**src/rtl/cfgdec_pkg.sv**
```systemverilog
package cfgdec_pkg;

    typedef enum logic [1:0] {
        ACC_NONE    = 2'd0,
        ACC_ADDR_WR = 2'd1,
        ACC_ADDR_RD = 2'd2,
        ACC_DATA    = 2'd3
    } acc_kind_e;

    typedef enum logic [1:0] {
        ST_IDLE = 2'd0,
        ST_REQ  = 2'd1,
        ST_WAIT = 2'd2,
        ST_RESP = 2'd3
    } fsm_e;

    localparam int unsigned DWORD_W = 32;
    localparam int unsigned LANES   = DWORD_W / 8;

    typedef struct packed {
        fsm_e                state;
        logic [DWORD_W-1:0]  addr;
        logic                pend_write;
        logic [1:0]          pend_off;
        logic [1:0]          pend_size;
        logic [LANES-1:0]    pend_be;
        logic [DWORD_W-1:0]  pend_wdata;
        logic                rsp_claimed;
        logic [DWORD_W-1:0]  rsp_rdata;
    } regs_t;

endpackage

```
**src/rtl/cfgdec_port_decode.sv**
```systemverilog
module cfgdec_port_decode
    import cfgdec_pkg::*;
#(
    parameter int unsigned        IO_AW     = 16,
    parameter logic [IO_AW-1:0]   BASE_PORT = 16'h0CF8
) (
    input  logic [IO_AW-1:0] io_addr,
    input  logic [1:0]       io_size,
    input  logic             io_write,
    input  logic             cfg_en,
    output acc_kind_e        kind,
    output logic             win_read_off
);

    logic       in_blk;
    logic       hi_half;
    logic [1:0] off;
    logic       aligned;

    assign in_blk  = (io_addr[IO_AW-1:3] == BASE_PORT[IO_AW-1:3]);
    assign hi_half = io_addr[2];
    assign off     = io_addr[1:0];

    always_comb begin
        unique case (io_size)
            2'd0:    aligned = 1'b1;
            2'd1:    aligned = ~off[0];
            2'd2:    aligned = (off == 2'd0);
            default: aligned = 1'b0;
        endcase
    end

    always_comb begin
        kind = ACC_NONE;
        if (in_blk && !hi_half && io_size == 2'd2 && off == 2'd0) begin
            kind = io_write ? ACC_ADDR_WR : ACC_ADDR_RD;
        end else if (in_blk && hi_half && aligned && cfg_en) begin
            kind = ACC_DATA;
        end
    end

    assign win_read_off = in_blk && hi_half && aligned && !cfg_en && !io_write;

endmodule

```
**src/rtl/cfgdec_lane_steer.sv**
```systemverilog
module cfgdec_lane_steer
    import cfgdec_pkg::*;
(
    input  logic [1:0]         off,
    input  logic [1:0]         size,
    input  logic [DWORD_W-1:0] io_wdata,
    input  logic [DWORD_W-1:0] tgt_rdata,
    output logic [LANES-1:0]   be,
    output logic [DWORD_W-1:0] lane_wdata,
    output logic [DWORD_W-1:0] rd_just,
    output logic [DWORD_W-1:0] ones_mask
);

    logic [2:0] nbytes;
    logic [2:0] lane_end;
    logic [4:0] shamt;

    always_comb begin
        unique case (size)
            2'd0:    nbytes = 3'd1;
            2'd1:    nbytes = 3'd2;
            2'd2:    nbytes = 3'd4;
            default: nbytes = 3'd0;
        endcase
    end

    assign lane_end = {1'b0, off} + nbytes;
    assign shamt    = {off, 3'b000};

    for (genvar i = 0; i < LANES; i++) begin : g_lane
        assign be[i]             = (3'(i) >= {1'b0, off}) && (3'(i) < lane_end);
        assign ones_mask[8*i +: 8] = {8{3'(i) < nbytes}};
    end

    assign lane_wdata = io_wdata << shamt;
    assign rd_just    = (tgt_rdata >> shamt) & ones_mask;

endmodule

```
**src/rtl/cfg_addr_decoder.sv**
```systemverilog
module cfg_addr_decoder
    import cfgdec_pkg::*;
#(
    parameter int unsigned      IO_AW     = 16,
    parameter logic [IO_AW-1:0] BASE_PORT = 16'h0CF8
) (
    input  logic              clk,
    input  logic              rst_n,
    input  logic [7:0]        local_bus,
    input  logic              io_valid,
    output logic              io_ready,
    input  logic              io_write,
    input  logic [IO_AW-1:0]  io_addr,
    input  logic [1:0]        io_size,
    input  logic [31:0]       io_wdata,
    output logic              io_rsp_valid,
    output logic              io_rsp_claimed,
    output logic [31:0]       io_rsp_rdata,
    output logic              req_valid,
    input  logic              req_ready,
    output logic              req_write,
    output logic              req_type1,
    output logic [7:0]        req_bus,
    output logic [4:0]        req_dev,
    output logic [2:0]        req_fn,
    output logic [11:0]       req_reg,
    output logic [3:0]        req_be,
    output logic [31:0]       req_wdata,
    input  logic              rsp_valid,
    input  logic              rsp_err,
    input  logic [31:0]       rsp_rdata
);

    localparam int unsigned EN_BIT = DWORD_W - 1;

    regs_t r_q, r_d;

    acc_kind_e          dec_kind;
    logic               win_off;
    logic [1:0]         steer_off;
    logic [1:0]         steer_size;
    logic [LANES-1:0]   st_be;
    logic [DWORD_W-1:0] st_wdata;
    logic [DWORD_W-1:0] st_rd;
    logic [DWORD_W-1:0] st_ones;
    logic               in_idle;

    assign in_idle = (r_q.state == ST_IDLE);

    cfgdec_port_decode #(
        .IO_AW     (IO_AW),
        .BASE_PORT (BASE_PORT)
    ) u_decode (
        .io_addr      (io_addr),
        .io_size      (io_size),
        .io_write     (io_write),
        .cfg_en       (r_q.addr[EN_BIT]),
        .kind         (dec_kind),
        .win_read_off (win_off)
    );

    assign steer_off  = in_idle ? io_addr[1:0] : r_q.pend_off;
    assign steer_size = in_idle ? io_size      : r_q.pend_size;

    cfgdec_lane_steer u_steer (
        .off        (steer_off),
        .size       (steer_size),
        .io_wdata   (io_wdata),
        .tgt_rdata  (rsp_rdata),
        .be         (st_be),
        .lane_wdata (st_wdata),
        .rd_just    (st_rd),
        .ones_mask  (st_ones)
    );

    always_comb begin
        r_d = r_q;
        unique case (r_q.state)
            ST_IDLE: begin
                if (io_valid) begin
                    r_d.pend_write  = io_write;
                    r_d.pend_off    = io_addr[1:0];
                    r_d.pend_size   = io_size;
                    r_d.rsp_claimed = 1'b0;
                    r_d.rsp_rdata   = '0;
                    unique case (dec_kind)
                        ACC_ADDR_WR: begin
                            r_d.addr        = io_wdata;
                            r_d.rsp_claimed = 1'b1;
                            r_d.state       = ST_RESP;
                        end
                        ACC_ADDR_RD: begin
                            r_d.rsp_rdata   = r_q.addr;
                            r_d.rsp_claimed = 1'b1;
                            r_d.state       = ST_RESP;
                        end
                        ACC_DATA: begin
                            r_d.pend_be    = st_be;
                            r_d.pend_wdata = st_wdata;
                            r_d.state      = ST_REQ;
                        end
                        default: begin
                            r_d.rsp_rdata = win_off ? st_ones : '0;
                            r_d.state     = ST_RESP;
                        end
                    endcase
                end
            end
            ST_REQ, ST_WAIT: begin
                if (r_q.state == ST_REQ && req_ready && !rsp_valid) begin
                    r_d.state = ST_WAIT;
                end
                if ((r_q.state == ST_WAIT || req_ready) && rsp_valid) begin
                    r_d.rsp_claimed = 1'b1;
                    r_d.rsp_rdata   = r_q.pend_write ? '0 : (rsp_err ? st_ones : st_rd);
                    r_d.state       = ST_RESP;
                end
            end
            default: begin
                r_d.state = ST_IDLE;
            end
        endcase
    end

    always_ff @(posedge clk or negedge rst_n) begin
        if (!rst_n) begin
            r_q <= '{state: ST_IDLE, default: '0};
        end else begin
            r_q <= r_d;
        end
    end

    assign io_ready       = in_idle;
    assign io_rsp_valid   = (r_q.state == ST_RESP);
    assign io_rsp_claimed = r_q.rsp_claimed;
    assign io_rsp_rdata   = r_q.rsp_rdata;

    assign req_valid = (r_q.state == ST_REQ);
    assign req_write = r_q.pend_write;
    assign req_bus   = r_q.addr[23:16];
    assign req_dev   = r_q.addr[15:11];
    assign req_fn    = r_q.addr[10:8];
    assign req_reg   = {r_q.addr[27:24], r_q.addr[7:2], 2'b00};
    assign req_be    = r_q.pend_be;
    assign req_wdata = r_q.pend_wdata;
    assign req_type1 = (r_q.addr[23:16] != local_bus);


    addr_store_chk: assert property (@(posedge clk) disable iff (!rst_n)
        (io_valid && io_ready && dec_kind == ACC_ADDR_WR) |=> (r_q.addr == $past(io_wdata)));


    addr_hold_chk: assert property (@(posedge clk) disable iff (!rst_n)
        (io_valid && io_ready && dec_kind != ACC_ADDR_WR) |=> $stable(r_q.addr));


    be_nonzero_chk: assert property (@(posedge clk) disable iff (!rst_n)
        req_valid |-> (req_be != 4'b0000));


    req_needs_en_chk: assert property (@(posedge clk) disable iff (!rst_n)
        req_valid |-> r_q.addr[EN_BIT]);


    req_stable_chk: assert property (@(posedge clk) disable iff (!rst_n)
        (req_valid && !req_ready) |=> (req_valid && $stable(req_be) && $stable(req_reg)
                                       && $stable(req_wdata) && $stable(req_write)));


    rsp_pulse_chk: assert property (@(posedge clk) disable iff (!rst_n)
        io_rsp_valid |=> !io_rsp_valid);


    busy_after_accept_chk: assert property (@(posedge clk) disable iff (!rst_n)
        (io_valid && io_ready) |=> !io_ready);


    rsp_not_ready_chk: assert property (@(posedge clk) disable iff (!rst_n)
        io_rsp_valid |-> !io_ready);

endmodule

```
**config.mk**
```make
export PLATFORM = sky130hd
export DESIGN_NAME = cfg_addr_decoder
export DESIGN_NICKNAME = d
export VERILOG_FILES = /design/src/rtl/cfgdec_pkg.sv /design/src/rtl/cfgdec_port_decode.sv /design/src/rtl/cfgdec_lane_steer.sv /design/src/rtl/cfg_addr_decoder.sv
export SDC_FILE = /design/constraint.sdc
export NUM_CORES = 1
export LEC_CHECK = 0
export ABC_CLOCK_PERIOD_IN_PS = 2900
export BUFFER_PORTS_ARGS = -buffer_cell sky130_fd_sc_hd__buf_2
export CORE_ASPECT_RATIO = 2
export CORE_MARGIN = 2
export CORE_UTILIZATION = 35
export CTS_CLUSTER_SIZE = 24
export DETAILED_ROUTE_END_ITERATION = 16
export PLACE_DENSITY = 0.63
export RECOVER_POWER = 25
export SLEW_MARGIN = 15
export SYNTH_ARGS = -nofsm -noshare
export SYNTH_HDL_FRONTEND = slang
export SYNTH_SLANG_ARGS = --single-unit
```
**constraint.sdc**
```tcl
create_clock -name clk -period 2.9 [get_ports clk]
set_input_delay 0.87 -clock clk [delete_from_list [all_inputs] [get_ports clk]]
set_output_delay 0.87 -clock clk [all_outputs]
set_load 0.005 [all_outputs]
```
# --- Yosys cells after proc, flatten, opt, wreduce, memory -nomap -nowiden ---
# Cells that the tools add are included.
word_totals:
  regBits: 108
  word_cells: 93
classes:
  n_eq_ne: 15
  add_sub_neg: 1
  n_shift: 2
  mux: 21
  magnitude_cmp: 11
  bitwise: 2
  n_reduce_logical: 32
ops:
  columns: ["op", "count"]
  rows:
  - ["32-bit 2-to-1 mux", 4]
  - ["108-bit 2-to-1 mux", 1]
  - ["33-bit one-hot mux with 2 select lines", 1]
  - ["32-bit one-hot mux with 2 select lines", 1]
  - ["36-bit 2-to-1 mux", 1]
  - ["33-bit 2-to-1 mux", 1]
  - ["32-bit bitwise AND", 1]
  - ["32-bit by 5-bit left shift with 32-bit output", 1]
  - ["32-bit by 5-bit >> shifter with 32-bit output", 1]
  - ["2-bit 2-to-1 mux", 8]
  - ["1-bit logical AND", 14]
  - ["13-bit by 9-bit == test with 1-bit output, second input constant", 1]
  - ["2-bit == test, second input constant", 6]
  - ["1-bit by 3-bit < comparator with 1-bit output, first input constant", 4]
  - ["2-bit by 3-bit < comparator with 1-bit output, first input constant", 4]
  - ["3-bit one-hot mux with 3 select lines", 1]
  - ["3-bit AND reduction", 3]
  - ["2-bit by 1-bit == test with 1-bit output, second input constant", 4]
  - ["2-bit zero test", 4]
  - ["8-bit != test", 1]
  - ["2-bit OR reduction", 3]
  - ["1-bit by 2-bit greater-or-equal comparator with 1-bit output, first input constant", 2]
  - ["1-bit zero test", 4]
  - ["2-bit != test, second input constant", 2]
  - ["other kinds (10)", 11]

# --- Longest topological paths before layout ---
depth:
  ltp_word: 11
  ltp_mapped: 12

# --- Hierarchy ---
# Synthesis repeated with hierarchy kept, for this count alone.
unflattened:
  hier_cells: 717
  hier_area_um2: 7577.3
modules_own_cells:
  columns: ["module", "cells_per_inst", "area_each_um2", "n_inst", "seq_area_each_um2"]
  rows:
  - ["cfg_addr_decoder", 492, 5984.5, 1, 2702.6]
  - ["cfgdec_lane_steer", 211, 1466.4, 1, 0.0]
  - ["cfgdec_port_decode", 14, 126.4, 1, 0.0]

# --- Least setup slack after synthesis ---
# OpenSTA, ideal clock, no wires.
synth_timing:
  path_kind: "input to register"
  startpoint: "input io_addr[1]"
  endpoint: "register r_q, in the netlist io_rsp_rdata[0]"
  arrival_ps: 3057
  setup_slack_ps: -244
  stages: 11
  required_ps: 2812
  setup_ps: 88
  n_path_buf: 1
  cell_sequence: "nor3_2 > nor4bb_1 > inv_1 > a21oi_1 > inv_1 > ha_1 > clkbuf_1 > or3b_2 > o41ai_1 > nand3_1 > o211ai_1"
synth_via:
  elab_chain_cells: 11
  word_cells_on_any_way: 23
  classes_between: "3 x eq/ne; 1 x shift; 11 x mux; 1 x bitwise; 7 x reduce/logical"
synth_rtl:
  columns: ["element", "line_no", "rtl"]
  rows:
  - ["start: declaration", "cfg_addr_decoder.sv:13", "input logic [IO_AW-1:0] io_addr,"]
  - ["2-bit zero test", "cfgdec_port_decode.sv:28, cfgdec_port_decode.sv:35", null]
  - ["1-bit one-hot mux with 3 select lines", "cfgdec_port_decode.sv:25", "unique case (io_size)"]
  - ["1-bit logical AND", "cfgdec_port_decode.sv:37, cfgdec_port_decode.sv:42", null]
  - ["1-bit logical AND", "cfgdec_port_decode.sv:37", "end else if (in_blk && hi_half && aligned && cfg_en) begin"]
  - ["2-bit 2-to-1 mux", "cfgdec_port_decode.sv:37", null]
  - ["2-bit 2-to-1 mux", "cfgdec_port_decode.sv:35", "if (in_blk && !hi_half && io_size == 2'd2 && off == 2'd0) begin"]
  - ["2-bit by 1-bit == test with 1-bit output / 2-bit == test (equally long branches)", "cfg_addr_decoder.sv:86", "unique case (dec_kind)"]
  - ["2-bit OR reduction (no line)", null, null]
  - ["32-bit one-hot mux with 2 select lines", "cfg_addr_decoder.sv:86", null]
  - ["108-bit 2-to-1 mux", "cfg_addr_decoder.sv:80", "if (io_valid) begin"]
  - ["33-bit one-hot mux with 2 select lines (*)", "cfg_addr_decoder.sv:78", "unique case (r_q.state)"]
  - ["end signal: assignment", "cfg_addr_decoder.sv:129", "r_q <= r_d;"]
  - ["end: declaration", "cfg_addr_decoder.sv:36", "regs_t r_q, r_d;"]
# Every way passes the cells marked *; elsewhere a longest branch is shown, timed or not. The select of a mux whose other input is x is not followed.
# A chain may end at the register's enable or synchronous reset.

# --- Worst setup path after layout ---
layout_timing:
  startpoint: "register r_q[106] (netlist bit)"
  endpoint: "register r_q, in the netlist req_be[0]"
layout_via:
  elab_chain_cells: 7
  word_cells_on_any_way: 12
  classes_between: "1 x add/sub; 2 x order compare; 2 x eq/ne; 3 x mux; 4 x reduce/logical"
layout_rtl:
  columns: ["element", "line_no", "rtl"]
  rows:
  - ["2-bit zero test (*)", "cfg_addr_decoder.sv:48, cfg_addr_decoder.sv:78", null]
  - ["2-bit 2-to-1 mux", "cfg_addr_decoder.sv:63", "assign steer_size = in_idle ? io_size : r_q.pend_size;"]
  - ["2-bit == test, or another cell as far along", "cfgdec_lane_steer.sv:19", "unique case (size)"]
  - ["3-bit one-hot mux with 3 select lines", "cfgdec_lane_steer.sv:19", null]
  - ["2-bit by 3-bit adder with 3-bit output", "cfgdec_lane_steer.sv:27", "assign lane_end = {1'b0, off} + nbytes;"]
  - ["1-bit by 3-bit < comparator with 1-bit output", "cfgdec_lane_steer.sv:31", "assign be[i] = (3'(i) >= {1'b0, off}) && (3'(i) < lane_end);"]
  - ["1-bit logical AND", "cfgdec_lane_steer.sv:31", null]
# Every way passes the cells marked *; elsewhere a longest branch is shown, timed or not.

==> impl_metrics.yaml <==
pwr:
  irDropWorstVdd_mv: 0.4963
  p_leak_nw: 4.194
  power_density_nw_per_um2: 772.4
timing:
  fin_crit_ps: 2718
  relSlewSlack_pct: 21.50
  max_freq_mhz: 368.0
  worstMarginPinSlew_ps: 1178
  fin_crit_sh_pct: 93.71
  rsz0062_at_grt: "no"
  hold_violations: 0
  drv_slew: 0
  fin_skew_ps: 13.61
  whs_ps: 470.1
  setup_slack_ps: 182.5
  setup_viol: 0
clock_tree:
  cts_buffer_depth: 2
  clock_sinks: 108
  cts_buffers: 9
  cts-root-buf: "clkbuf_16"
  clock_latency_ps: 360
  clk_pin_slew_ps: 80
  cts_tree: "built"
  cts-hold-fix-buffers: 0
  cts-htree-levels: 3
  post-cts-setup-buffers: 0
final_layout:
  final_common_cell: "buf_2"
  n_fill_cell: 2002
  drive_above_1_share_pct: 39.01
  area_delta_synth_final_pct: 16.34
  finalNonFillerCells: 1084
  final_cell_mix: "195 x buf_2, 108 x dfrtp_1, 100 x nand2_1, 59 x a21oi_1, 58 x o21ai_0"
  final_nets: 934
placement:
  place.gp.congestion: 0.8589
  io_buffers: 196
  dp_cells: 1067
  pre_cts_ws_ps: -60.36
  hpwl_mm: 17.12
yosys:
  seq_area_frac_synth_pct: 40.33
  syn-instance-count: 705
  async_flop_share_pct: 100.0
  synth_cell_types: 56
  synth_enable_flop_cells: 0
  netlist_area_um2: 6701
  ys_ff_latch: 108
  synth_area_leaders: "dfrtp_1 40%, buf_4 11%, mux2_2 6.4%"
  ys.flop_type: "dfrtp_1"
  yosys.area.top_type: "dfrtp_1"
  synth_top_area_share_pct: 40.33
  syn_avg_cell_area_um2: 9.506
  ys_warn_count: 0
grt:
  grt_pass1_vias: 5395
  grt_max_degree: 44
  overflow: 0
  grt_pass1_wl_mm: 32.00
  grtUsageTotal_pct: 21.38
  antenna_found_initial: 1
floorplan:
  dieArea_um2: 20340
  io_pins: 199
  core-area_um2: 18830
  rows: 71
  dieHeight_um: 199.7
  start_util_pct: 35.58
  die_w_um: 101.8
critical_path:
  path_buf_inv: 4
  crit_chain: "inv_1, ha_2, buf_4, mux2i_4, inv_2, ha_1, fa_1, xnor2_1, buf_4, nand2b_1, o21ai_0, o21ai_1"
  cp-start-kind: "register"
  reg2reg_from: "r_q[106]"
  critPathMaxStageDelay_ps: 430
  worst_setup_path_end_kind: "register"
  arrival_ps: 2960
  critPathTopFamily: "adder cells"
  required_ps: 3140
  crit_type: "reg2reg"
  critPathMostFrequentCell: "buf_4"
  crit_slowest_cell: "dfrtp_1"
  cp-startpoint: "r_q[106]"
  cp_max_fo: 4
route:
  ant_nets: 0
  wirelength_mm: 21.68
  drc_errors: 0
  dr.pass1.iters: 5
  via_count: 5478
  drt_iter0_drc: 210
  wl_per_cell_um: 20.00
  viasPerCell: 5.054
run:
  drv_cap: 0
min_path:
  worstHoldStart: "req_wdata[7]"
  holdCritPathClass: "reg2reg"
run_status:
  status: "completed"
==> final cells by class <==
class | count | area [µm²] | share of cell area, %
multi-input cells | 447 | 3062 | 39.27
repair buffers | 243 | 1381 | 17.72
diodes | 1 | 2.502 | 0.03210
clock buffers | 10 | 239.0 | 3.065
inverters | 14 | 52.55 | 0.6740
clock inverters | 6 | 37.54 | 0.4815
well taps | 255 | 319.1 | 4.092
flip-flops and latches | 108 | 2703 | 34.67
==> where the power goes <==
group	internal, mW	switching [mW]	total, mW
Sequential	1.72	0.148	1.87
Clock	0.606	0.583	1.19
Combinational	1.21	1.75	2.96
==> worst paths after layout <==
kind | slack, ps | depth (start not counted) | to
max | 180 | 12 | req_be[0]
min | 470 | 2 | req_wdata[7]
max reg2reg | 180 | 12 | req_be[0]
min reg2reg | 470 | 2 | req_wdata[7]
max in group asynchronous | 510 | 2 | req_wdata[26]
min in group asynchronous | 670 | 1 | r_q[69]
==> through the flow <==
step | area [µm²] | setup TNS, ps | util [%] | power (mW)
2_1_floorplan | 6718 | 0 | - | 3.842
3_5_place_dp | 7532 | -485.5 | 39.99 | 4.870
3_3_place_gp | 7532 | -183.7 | 39.99 | 4.832
4_1_cts | 7809 | 0 | 41.46 | 6.056
6_report | 7796 | 0 | 41.40 | 6.022
5_1_grt | 7796 | 0 | 41.40 | 6.392
==> repair_timing <==
item / CTS / global route
endpoints found under the setup margin: 0 / 1
resized for setup: 0 / 1
hold endpoints to repair: 0 / 0
==> cells by family (layout without fill, tap and decap cells) <==
logic type | after synthesis | count (layout) | synth area share [%]
AO/OA/AOI/OAI | 185 | 185 | 17.68
XOR/XNOR | 9 | 9 | 1.176
adder cells (fa/ha/maj) | 14 | 14 | 2.726
buffers and inverters | 151 | 273 | 14.47
flip-flops | 108 | 108 | 40.33
multiplexers | 80 | 80 | 12.90
other | 1 | 3 | 0.05596
AND/OR/NAND/NOR | 157 | 157 | 10.66
==> worst min-delay path: stages, from the launching register on <==
cell	delay (ps)
dfrtp_1	340
nand2_1	40
o21ai_0	50
==> synthesized netlist by cell type (2+ instances only) <==
library cell and count:
a211oi_1 7, a21o_1 9, a21oi_1 60, a22oi_1 8, a31oi_1 8, and3_1 7
buf_1 2, buf_2 13, buf_4 98, clkbuf_1 22, dfrtp_1 108, ha_1 13
inv_1 12, inv_2 2, mux2_2 38, mux2i_1 40, nand2_1 100, nand2b_1 2
nand3_1 4, nor2_1 23, nor2b_1 2, nor4_1 2, nor4b_2 2, o211ai_1 10
o21ai_0 58, o221ai_1 6, o221ai_2 10, o41ai_1 2, or3_1 3, xor2_1 8
==> routing by layer <==
metal | part of all wire (%) | up-vias | track usage [%] | wire length, µm
li1 | - | 2604 | - | -
met1 | 38 | 2662 | 24.54 | 8193
met2 | 54 | 179 | 38.62 | 11800
met3 | 4.0 | 33 | 2.973 | 877
met4 | 3.7 | 0 | 9.383 | 804
met5 | 0 | - | 0 | 0
No activity file was read; power rests on OpenSTA's default activity.
